`src/rtl/plru_pkg.sv`:
```
package plru_pkg;
  localparam int unsigned WAYS   = 4;
  localparam int unsigned WAY_W  = 2;
  localparam int unsigned TREE_W = WAYS - 1;

  typedef logic [WAY_W-1:0]  way_idx_t;
  typedef logic [TREE_W-1:0] tree_bits_t;
endpackage

```
`src/rtl/plru_tree_update.sv`:
```
module plru_tree_update
  import plru_pkg::*;
(
  input  tree_bits_t tree_cur,
  input  way_idx_t   hit_way,
  output tree_bits_t tree_nxt
);
  // Point every bit on the path of the used way toward it; the other
  // subtree bit is carried over.
  always_comb begin
    tree_nxt = tree_cur;
    unique case (hit_way)
      2'd0: begin tree_nxt[0] = 1'b1; tree_nxt[1] = 1'b1; end
      2'd1: begin tree_nxt[0] = 1'b1; tree_nxt[1] = 1'b0; end
      2'd2: begin tree_nxt[0] = 1'b0; tree_nxt[2] = 1'b1; end
      default: begin tree_nxt[0] = 1'b0; tree_nxt[2] = 1'b0; end
    endcase
  end
endmodule

```
`src/rtl/plru_victim_pick.sv`:
```
module plru_victim_pick
  import plru_pkg::*;
(
  input  tree_bits_t       tree,
  input  logic [WAYS-1:0]  way_valid,
  output way_idx_t         victim
);
  logic     any_empty;
  way_idx_t first_empty;
  way_idx_t tree_choice;

  always_comb begin
    any_empty   = ~&way_valid;
    first_empty = '0;
    for (int i = WAYS - 1; i >= 0; i--) begin
      if (!way_valid[i]) first_empty = way_idx_t'(i);
    end
  end

  always_comb begin
    if (!tree[0]) tree_choice = tree[1] ? 2'd1 : 2'd0;
    else          tree_choice = tree[2] ? 2'd3 : 2'd2;
  end

  assign victim = any_empty ? first_empty : tree_choice;
endmodule

```
`src/rtl/plru_state_array.sv`:
```
module plru_state_array
  import plru_pkg::*;
#(
  parameter int unsigned NUM_SETS = 16,
  localparam int unsigned SET_W   = $clog2(NUM_SETS)
)(
  input  logic             clk,
  input  logic             rst_n,
  input  logic             wr_en,
  input  logic [SET_W-1:0] set_idx,
  input  tree_bits_t       wr_data,
  output tree_bits_t       rd_data
);
  tree_bits_t [NUM_SETS-1:0] mem_q;
  tree_bits_t [NUM_SETS-1:0] mem_d;
  logic       [NUM_SETS-1:0] row_en;

  for (genvar g = 0; g < NUM_SETS; g++) begin : g_row
    assign row_en[g] = wr_en && (set_idx == SET_W'(g));

    always_comb begin
      mem_d[g] = mem_q[g];
      if (row_en[g]) mem_d[g] = wr_data;
    end

    always_ff @(posedge clk or negedge rst_n) begin
      if (!rst_n)         mem_q[g] <= '0;
      else if (row_en[g]) mem_q[g] <= mem_d[g];
    end
  end

  assign rd_data = mem_q[set_idx];


  idle_hold_chk: assert property (@(posedge clk) disable iff (!rst_n)
    !wr_en |=> $stable(mem_q));


  one_row_chk: assert property (@(posedge clk) disable iff (!rst_n)
    $countones(row_en) <= 1);
endmodule

```
`src/rtl/plru_set_selector.sv`:
```
module plru_set_selector
  import plru_pkg::*;
#(
  parameter int unsigned NUM_SETS = 16,
  localparam int unsigned SET_W   = $clog2(NUM_SETS)
)(
  input  logic             clk,
  input  logic             rst_n,
  input  logic [SET_W-1:0] set_idx,
  input  logic             acc_valid,
  input  logic [1:0]       acc_way,
  input  logic [3:0]       way_valid,
  output logic [1:0]       victim_way
);
  tree_bits_t tree_cur;
  tree_bits_t tree_nxt;

  plru_state_array #(.NUM_SETS(NUM_SETS)) u_state (
    .clk     (clk),
    .rst_n   (rst_n),
    .wr_en   (acc_valid),
    .set_idx (set_idx),
    .wr_data (tree_nxt),
    .rd_data (tree_cur)
  );

  plru_tree_update u_update (
    .tree_cur (tree_cur),
    .hit_way  (acc_way),
    .tree_nxt (tree_nxt)
  );

  plru_victim_pick u_pick (
    .tree      (tree_cur),
    .way_valid (way_valid),
    .victim    (victim_way)
  );


  empty_first_chk: assert property (@(posedge clk) disable iff (!rst_n)
    !(&way_valid) |-> !way_valid[victim_way]);


  root_low_chk: assert property (@(posedge clk) disable iff (!rst_n)
    (&way_valid) && !tree_cur[0] |-> !victim_way[1]);


  way0_upd_chk: assert property (@(posedge clk) disable iff (!rst_n)
    $past(rst_n) && $past(acc_valid) && $past(acc_way) == 2'd0
      && set_idx == $past(set_idx)
    |-> tree_cur[1:0] == 2'b11 && tree_cur[2] == $past(tree_cur[2]));


  way3_upd_chk: assert property (@(posedge clk) disable iff (!rst_n)
    $past(rst_n) && $past(acc_valid) && $past(acc_way) == 2'd3
      && set_idx == $past(set_idx)
    |-> tree_cur[0] == 1'b0 && tree_cur[2] == 1'b0
        && tree_cur[1] == $past(tree_cur[1]));
endmodule

```
`config.mk`:
```
export PLATFORM = sky130hd
export DESIGN_NAME = plru_set_selector
export DESIGN_NICKNAME = d
export VERILOG_FILES = /design/src/rtl/plru_pkg.sv /design/src/rtl/plru_tree_update.sv /design/src/rtl/plru_victim_pick.sv /design/src/rtl/plru_state_array.sv /design/src/rtl/plru_set_selector.sv
export SDC_FILE = /design/constraint.sdc
export NUM_CORES = 1
export LEC_CHECK = 0
export BUFFER_PORTS_ARGS = -buffer_cell sky130_fd_sc_hd__buf_2
export CAP_MARGIN = 20
export CELL_PAD_IN_SITES_DETAIL_PLACEMENT = 1
export CELL_PAD_IN_SITES_GLOBAL_PLACEMENT = 2
export CORE_AREA = 5 5 95 70
export DETAILED_ROUTE_END_ITERATION = 10
export DIE_AREA = 0 0 100 75
export HOLD_SLACK_MARGIN = 0.1
export PLACE_DENSITY = 0.89
export RECOVER_POWER = 50
export SLEW_MARGIN = 10
export SYNTH_ARGS = -nofsm -noshare
export SYNTH_HDL_FRONTEND = slang
export SYNTH_SLANG_ARGS = --single-unit
```
`constraint.sdc`:
```
create_clock -name clk -period 2.8 [get_ports clk]
set_input_delay 0.14 -clock clk [delete_from_list [all_inputs] [get_ports clk]]
set_output_delay 0.14 -clock clk [all_outputs]
set_load 0.02 [all_outputs]
```
# [Yosys cells after proc, flatten, opt, wreduce, memory -nomap -nowiden]
# Index checks and enable logic that the tools add are counted.
[word_totals] register_bits=48 in_bits=13 output_inout_bits=2 word_cells=67
[op_classes] order_cmp=1 n_eq_ne=17 muxes=13 n_reduce_logical=20
[op_table] op="4-bit == test (second input constant)" count=8
[op_table] op="4-bit by 3-bit == test with 1-bit output (second input constant)" count=4
[op_table] op="1-bit logical AND" count=16
[op_table] op="3-bit binary-select mux with 4-bit select" count=1
[op_table] op="2-bit 2-to-1 mux" count=6
[op_table] op="4-bit by 2-bit == test with 1-bit output (second input constant)" count=2
[op_table] op="4-bit by 5-bit less-than comparator with 1-bit output (second input constant)" count=1
[op_table] op="4-bit by 1-bit == test with 1-bit output (second input constant)" count=1
[op_table] op="4-bit zero test" count=1
[op_table] op="1-bit one-hot mux with 2 select lines" count=2
[op_table] op="4-bit AND reduction" count=1
[op_table] op="1-bit 2-to-1 mux" count=3
[op_table] op="3-bit 2-to-1 mux" count=1
[op_table] op="2-bit by 1-bit == test with 1-bit output (second input constant)" count=1
[op_table] op="2-bit == test (second input constant)" count=1
[op_table] op="2-bit zero test" count=1
[op_table] op="2-bit OR reduction" count=1

# [Longest topological paths before layout]
# Gate-level depths: netlist of run 1.
[depth] ltp_word=5 depth_mapped=8 mapped_depth_nobuf=5

# [Cells and area by module]
# A second synthesis of run 1 with hierarchy kept.
[unflattened] cells_unflattened=168 area_unflattened_um2=2416.1
[modules_own_cells] mod="plru_state_array" n_inst=1 cells_each=156 area_each_um2=2344.7 seq_area_each_um2=1201.2
[modules_own_cells] mod="plru_victim_pick" n_inst=1 cells_each=7 area_each_um2=43.8 seq_area_each_um2=0.0
[modules_own_cells] mod="plru_tree_update" n_inst=1 cells_each=5 area_each_um2=27.5 seq_area_each_um2=0.0

# [Worst setup path before layout of run 1]
# Ideal clock, no wire load.
[synth_path] path_kind="input-to-output" startpoint="in set_idx[0]" endpoint="out victim_way[0]" arrival_time_ns=1.701 required_ns=2.660 setup_slack_ns=0.959 cell_stages=7 n_path_buf=2 path_cell_list="buf_6 > buf_12 > mux4_1 > a22oi_1 > nand3_1 > mux2i_1 > a31oi_1"
[synth_between] elab_chain_cells=5 elab_cells_between_ends=6 cone_classes="mux (6)"
[synth_rtl] item="from (decl)" line="plru_set_selector.sv:9" text="input logic [SET_W-1:0] set_idx,"
[synth_rtl] item="3-bit binary-select mux with 4-bit select *" line="plru_state_array.sv:32" text="assign rd_data = mem_q[set_idx];"
[synth_rtl] item="3-bit 2-to-1 mux (implied by the code) *" line="plru_state_array.sv:32"
[synth_rtl] item="1-bit 2-to-1 mux, on equally long branches" line="plru_victim_pick.sv:21, plru_victim_pick.sv:22"
[synth_rtl] item="2-bit 2-to-1 mux *" line="plru_victim_pick.sv:21" text="if (!tree[0]) tree_choice = tree[1] ? 2'd1 : 2'd0;"
[synth_rtl] item="2-bit 2-to-1 mux *" line="plru_victim_pick.sv:25" text="assign victim = any_empty ? first_empty : tree_choice;"
[synth_rtl] item="to (decl)" line="plru_set_selector.sv:13" text="output logic [1:0] victim_way"
# Every way passes the cells marked *; elsewhere a longest branch is shown, timed or not. The select of a mux whose other input is x is not followed.

# [Worst setup path after layout of run 1]
# Same ends and word-level chain as after synthesis.

==> key figures, run 1 <==
Status
  – Outcome: complete, no violations

Power
  – Power Total: 0.00186 W
  – Sw frac: 29.8%
  – Maximum VDD drop: 0.000424 V
  – Pwr Density: 730 nW/um^2
  – Seq pwr share: 51.3%
  – Internal power: 0.00131 W
  – Logic pwr share: 21.5%
  – Net switching power: 0.000553 W
  – Clock Power Share: 27.1%
  – Leak: 1.09 nW

Die
  – Standard-cell rows: 23
  – Die Y: 75 um
  – IO Pins: 15
  – Die Area: 7500 um^2
  – Starting Density: 41.9%
  – Core Region: 5610 um^2
  – DIE WIDTH: 100 um

Synth
  – Main combinational cell family by area after synthesis: simple AND/OR/NAND/NOR gates
  – Multiplexer share of the synthesized area: 13.7%
  – Commonest cells post-synth: dfrtp_1 (48), nand2_1 (35), nor2_1 (34)
  – Top post-synthesis cells by area: dfrtp_1 (51%), mux4_2 (6.7%), mux4_1 (5.6%)
  – Distinct cells, synth: 32
  – Synthesized flop and latch total: 48
  – Post-synthesis compound-gate area fraction: 14.6%
  – Adder-Cell Fraction of Synth Area: 0%
  – XOR/XNOR Fraction of Synth Area: 0%
  – Avg Cell Area, Syn: 10.7 um^2
  – Post-synthesis simple-gate area fraction: 16.6%
  – Number of synthesized flops with an enable pin: 0
  – Cell with the most instances after synthesis: dfrtp_1
  – Post-Syn Instances: 219
  – Post-synth top area share: 51.1%
  – Top FF cell, synth: dfrtp_1
  – Post-Synthesis Net Count: 232
  – Register area share after synthesis: 51.1%
  – Syn. warnings: 0
  – Leading area contributor after synthesis: dfrtp_1
  – Mapped Area: 2350 um^2
  – Async set-reset flop share out of synthesis: 100%

Critical path
  – Reg2reg setup slack: 0.71 ns
  – Cell family with most CP delay: multiplexers
  – Critical path arrival: 2.13 ns
  – Largest stage delay, worst path: 0.69 ns
  – Worst path bufs/invs: 2
  – CP max stage cell: mux4_1
  – Startpoint types: input port
  – Critical path, cell by cell: buf_2 > mux4_1 > a22oi_1 > nand3_1 > mux2i_1 > a31oi_1 > buf_2
  – Worst reg-to-reg path cell count: 5
  – RR Endpoint: u_state.mem_q[4]$_DFFE_PN0P_
  – Crit. End Element: output port
  – CP Max Fanout: 23
  – CP Data Required Time: 2.66 ns
  – Crit Path Category: in2out
  – R2R Path Start: u_state.mem_q[16]$_DFFE_PN0P_
  – Most used cell along the critical path: buf_2

Worst hold path
  – WHS Path Cells: 2
  – Hold Path Sink: u_state.mem_q[42]$_DFFE_PN0P_
  – Hold Startpoint: acc_way[1]
  – Hold Crit Class: in2reg

Clocking
  – Clk pin slew, worst setup/hold paths: 0.09 ns
  – Sink Count: 48
  – Count of hold-fix buffers inserted at cts: 1
  – CTS buffer count: 5
  – TritonCTS clock tree: yes
  – CTS max path bufs: 2
  – Clock Tree Root: clkbuf_8
  – Worst skew pair latency: 0.30 ns
  – Cts repair resizes: 0
  – H-tree lvl count: 2
  – Post-CTS setup buffers: 0

Job
  – Maxcap violations: 0

STA
  – Final Hold Fails: 0
  – Fmax: 440 MHz
  – Setup TNS: 0 ns
  – Clock Skew: 0.00881 ns
  – Fin crit share: 81.1%
  – Final Max Slew Viols: 0
  – RSZ-0062 raised after global routing: no
  – Final Hold Slack: 0.324 ns
  – Worst-Margin Slew: 1.22 ns
  – Final period demand of the worst path: 2.27 ns
  – Final setup vio count: 0
  – Slew Limit Headroom: 18.9%

Routing
  – Total Routed Length: 5.74 mm
  – Post-DRT Antenna Nets: 0
  – DRT iter0 DRCs: 67
  – Remaining DRCs: 0
  – Vias after detailed routing: 1634
  – Vias per std cell: 5.34
  – TritonRoute pass-1 iters: 4
  – Routed WL per cell: 18.8 um

Final layout
  – Nets@finish: 243
  – Post-layout util: 45.4%
  – Diode count: 0
  – Area of the multi-input gates: 1050 um^2
  – Number of flip-flops in the largest register: 48
  – Biggest regs: u_state.mem_q: 48 flops
  – Final Instance Area: 2550 um^2
  – Largest Register: u_state.mem_q
  – Fillers: 634
  – Share of cells above drive strength 1: 19.0%
  – Area Growth Syn to Fin: 8.41%
  – Reg area: 1200 um^2

Global route
  – Remaining global-route overflow: 0
  – First-pass GRT wire length: 9.91 mm
  – Initial antenna violation count: 0
  – Pin count of the biggest net entering global routing: 49
  – Total global-route track usage: 17.3%
  – Vias in the first global route: 1845

Place
  – Detailed Place HPWL: 4.02 mm
  – Area post-placement: 2430 um^2
  – Final RePlAce weighted congestion: 0.800
  – # port buffers: 14
==> cells by family after synthesis <==
logic type             Yosys count
DFF                             48
buffers and inverters           13
AOI/OAI and AO/OA               55
muxes                           14
and+or+nand+nor                 89
==> how the worst max path moves through the flow <==
stage / cells past startpoint / endpoint / slack, ns / startpoint
floorplan: 7 / victim_way[0] / 0.96 / set_idx[0]
global placement: 6 / u_state.mem_q[4]$_DFFE_PN0P_ / 0.47 / set_idx[0]
detailed placement: 6 / u_state.mem_q[4]$_DFFE_PN0P_ / 0.36 / set_idx[0]
CTS: 7 / victim_way[0] / 0.52 / set_idx[0]
global route: 7 / victim_way[0] / 0.38 / set_idx[0]
finish: 7 / victim_way[0] / 0.53 / set_idx[0]
==> power by group through the flow <==
| stage | Combinational, W | Clock (W) | Sequential [W] |
|---|---|---|---|
| after floorplan | 0.000328 | 0 | 0.000924 |
| after global placement | 0.000384 | 0 | 0.000962 |
| after detailed placement | 0.000406 | 0 | 0.000968 |
| after CTS | 0.000407 | 0.000519 | 0.000955 |
| after global routing | 0.000452 | 0.000560 | 0.000974 |
| final | 0.000400 | 0.000504 | 0.000954 |
==> routing by layer <==
layer  GRT usage, %  wire (um)
met1           25.0       3030
met2           27.1       2480
met3           3.70        187
met4           4.48         40
met5              0          0
==> cell usage in the layout (no fill, tap or decap), types with 3 or more instances in the layout <==
| master | synthesis | routed |
|---|---|---|
| a21oi_1 | 19 | 19 |
| a21oi_2 | 5 | 5 |
| buf_2 | 2 | 12 |
| clkbuf_8 | 0 | 5 |
| dfrtp_1 | 48 | 48 |
| mux4_1 | 5 | 5 |
| mux4_2 | 7 | 7 |
| nand2_1 | 35 | 35 |
| nand3_1 | 6 | 6 |
| nand3_2 | 3 | 3 |
| nor2_1 | 34 | 34 |
| nor2b_1 | 4 | 4 |
| o21ai_0 | 21 | 21 |
| o21ai_2 | 4 | 4 |
==> area by class of cell <==
| class | count | share of cell area (%) |
|---|---|---|
| flip-flops and latches | 48 | 47.2 |
| multi-input cells | 158 | 41.4 |
| well taps | 75 | 3.68 |
| repair buffers | 15 | 3.09 |
| clock buffers | 5 | 2.70 |
| clock inverters | 3 | 1.67 |
| inverters | 2 | 0.295 |
==> through the flow <==
step | worst slack [ns] | std cells
floorplan | 0.959 | 219
global placement | 0.469 | 297
detailed placement | 0.363 | 297
CTS | 0.523 | 306
global route | 0.375 | 306
finish | 0.528 | 306
No activity file was read; power rests on OpenSTA's default activity.
==> run 2: changes to the inputs <==
- CORE_AREA: 5 5 95 70 -> 5 5 98 73
- DIE_AREA: 0 0 100 75 -> 0 0 103 78
- PLACE_DENSITY: 0.89 -> 0.84
- clock period: 2.8 -> 2.3 ns (I/O delays scaled with it)
==> run 2 against run 1 <==
  * The flow now finishes with violations (max-capacitance violations, max-slew violations)
  * Final cell count increased by 3.9%
  * Die area up 7.1%
  * Combinational power up 30%
  * Setup slack got worse by 0.35 ns
  * Count of clock-buffer cells in the layout unchanged
  * Via count rose by 2.9%
  * Sequential share of layout area shrank 1.3 points
  * Worst hold slack got worse by 0.026 ns
  * Wire length rose by 1.9%
  * Power increased by 23%
  * Critical path type is now reg2out
  * Largest cell class unchanged
  * Highest routed layer unchanged
==> key figures, run 2 (synthesis gave the netlist of run 1 again) <==
STA
  – Final Hold Slack: 0.298 ns (-0.0258 ns)
  – Final Max Slew Viols: 30 (+30)
  – Fin crit share: 92.1%
  – Slew Limit Headroom: -15.1% (-34 points)
  – RSZ-0062 raised after global routing: no
  – Clock Skew: 0.0155 ns (+0.00671 ns)
  – Setup TNS: 0 ns (unchanged)
  – Final Hold Fails: 0 (unchanged)
  – Worst-Margin Slew: 1.73 ns (+0.510 ns)
  – Fmax: 472 MHz
  – Final setup vio count: 0 (unchanged)
  – Final period demand of the worst path: 2.12 ns

Clocking
  – CTS buffer count: 5 (unchanged)
  – CTS max path bufs: 2 (unchanged)
  – Clk pin slew, worst setup/hold paths: 0.10 ns (about the same)
  – Worst skew pair latency: 0.30 ns (about the same)
  – Clock Tree Root: clkbuf_8
  – Post-CTS setup buffers: 0 (unchanged)
  – TritonCTS clock tree: yes
  – H-tree lvl count: 2 (unchanged)
  – Sink Count: 48 (unchanged)

Routing
  – Total Routed Length: 5.85 mm (+1.9%)
  – DRT iter0 DRCs: 42 (-37%)
  – TritonRoute pass-1 iters: 4 (unchanged)
  – Vias after detailed routing: 1681 (+2.9%)
  – Vias per std cell: 5.29 (-1.0%)
  – Post-DRT Antenna Nets: 0 (unchanged)
  – Remaining DRCs: 0 (unchanged)
  – Routed WL per cell: 18.4 um (-2.0%)

Final layout
  – Diode count: 0 (unchanged)
  – Most frequent cells in the layout: dfrtp_1 (48), nand2_1 (35), nor2_1 (34)
  – Area Growth Syn to Fin: 11.5%
  – Most common cell after layout, fill and taps aside: dfrtp_1
  – Final std cells w/o fill: 318 (+3.9%)
  – Fillers: 686 (+8.2%)
  – Largest Register: u_state.mem_q
  – Nets@finish: 252 (+3.7%)
  – Number of flip-flops in the largest register: 48 (unchanged)
  – Biggest regs: u_state.mem_q: 48 flops
  – Share of cells above drive strength 1: 20.8% (+1.8 points)

Place
  – Final RePlAce weighted congestion: 0.789 (-1.4%)
  – Placed insts: 309 (+4.0%)
  – # port buffers: 14 (unchanged)
  – Detailed Place HPWL: 4.32 mm (+7.6%)

Critical path
  – CP Data Required Time: 2.18 ns (-0.48 ns)
  – Crit. End Element: output port
  – CP max stage cell: mux4_1
  – CP Max Fanout: 2 (-91%)
  – Critical path, cell by cell: mux4_1 > a22oi_2 > nand3_2 > mux2i_1 > a31oi_1 > buf_2
  – Startpoint types: flip-flop
  – Largest stage delay, worst path: 0.58 ns (-0.11 ns)
  – Crit Path Category: reg2out
  – Critical path arrival: 2.00 ns (-0.13 ns)

Die
  – Standard-cell rows: 24 (+4.3%)
  – Die Y: 78 um (+4.0%)
  – Core Region: 6070 um^2 (+8.1%)
  – Die Area: 8030 um^2 (+7.1%)
  – Starting Density: 38.7% (-3.1 points)
  – DIE WIDTH: 103 um (+3.0%)
  – IO Pins: 15 (unchanged)

Power
  – Leak: 1.13 nW (+3.4%)
  – Maximum VDD drop: 0.000319 V (-25%)
  – Pwr Density: 874 nW/um^2 (+20%)

Global route
  – Total global-route track usage: 15.7% (-1.6 points)
  – First-pass GRT wire length: 9.55 mm (-3.6%)
  – Vias in the first global route: 1804 (-2.2%)
  – Initial antenna violation count: 0 (unchanged)
  – Pin count of the biggest net entering global routing: 30 (-39%)
  – Remaining global-route overflow: 0 (unchanged)

Status
  – Outcome: complete, but fails checks
  – Violated checks: max-capacitance violations, max-slew violations

Job
  – Maxcap violations: 1 (+1)

Worst hold path
  – Hold Crit Class: in2reg
[run 2: area by class of cell]
cell class                      instances  area, um^2  share of cell area [%]
Clock buffer                            5        68.8                    2.63
Tap cell                               78        97.6                    3.72
Clock inverter                          3        42.5                    1.62
Multi-Input combinational cell        158        1050                    40.3
Timing Repair Buffer                   24         148                    5.64
Sequential cell                        48        1200                    45.8
Inverter                                2        7.51                   0.287
[run 2: report_power, final]
group	internal [W]	switching, W	total (W)
registers	0.00104	0.000114	0.00116
clock network	0.000322	0.000291	0.000613
logic	0.000246	0.000275	0.000521
[run 2: critical path, delay by kind of cell, from the launching register on]
family	cells	cell delay (ns)
compound gates	2	0.26
buf+inv	1	0.16
flops	1	0.39
mux	2	0.74
simple gates	1	0.14
[run 2: per-stage QoR]
stage / util [%] / setup slack (ns) / area (um^2) / total power [W]
6_report: 43.2 / 0.182 / 2620 / 0.00229
5_1_grt: 43.2 / 0.0703 / 2620 / 0.00244
4_1_cts: 43.4 / 0.158 / 2630 / 0.00233
3_5_place_dp: 41.4 / 0.252 / 2510 / 0.00170
3_3_place_gp: 41.4 / 0.317 / 2510 / 0.00167
2_1_floorplan: - / 0.509 / 2350 / 0.00152
[run 2: metal layers]
layer	up-vias	share of wire [%]	track usage, %
li1	812	-	-
met3	2	3.6	3.23
met1	842	51	23.2
met4	0	0.29	2.33
met5	-	0	0
met2	25	45	24.5
[run 2: timing repair]
item	CTS	global route
resized for setup	0	0
hold buffers	1	0
hold endpoints to repair	27	0
[run 2: path summary, 6_finish.rpt]
kind / start / end / slack, ns / cells after the start
max: u_state.mem_q[17]$_DFFE_PN0P_ / victim_way[0] / 0.18 / 6
min: acc_way[1] / u_state.mem_q[42]$_DFFE_PN0P_ / 0.30 / 2
max reg2reg: u_state.mem_q[17]$_DFFE_PN0P_ / u_state.mem_q[8]$_DFFE_PN0P_ / 0.40 / 6
min reg2reg: u_state.mem_q[4]$_DFFE_PN0P_ / u_state.mem_q[4]$_DFFE_PN0P_ / 0.48 / 2
max in group asynchronous: rst_n / u_state.mem_q[36]$_DFFE_PN0P_ / 0.42 / 3
min in group asynchronous: rst_n / u_state.mem_q[14]$_DFFE_PN0P_ / 0.79 / 2
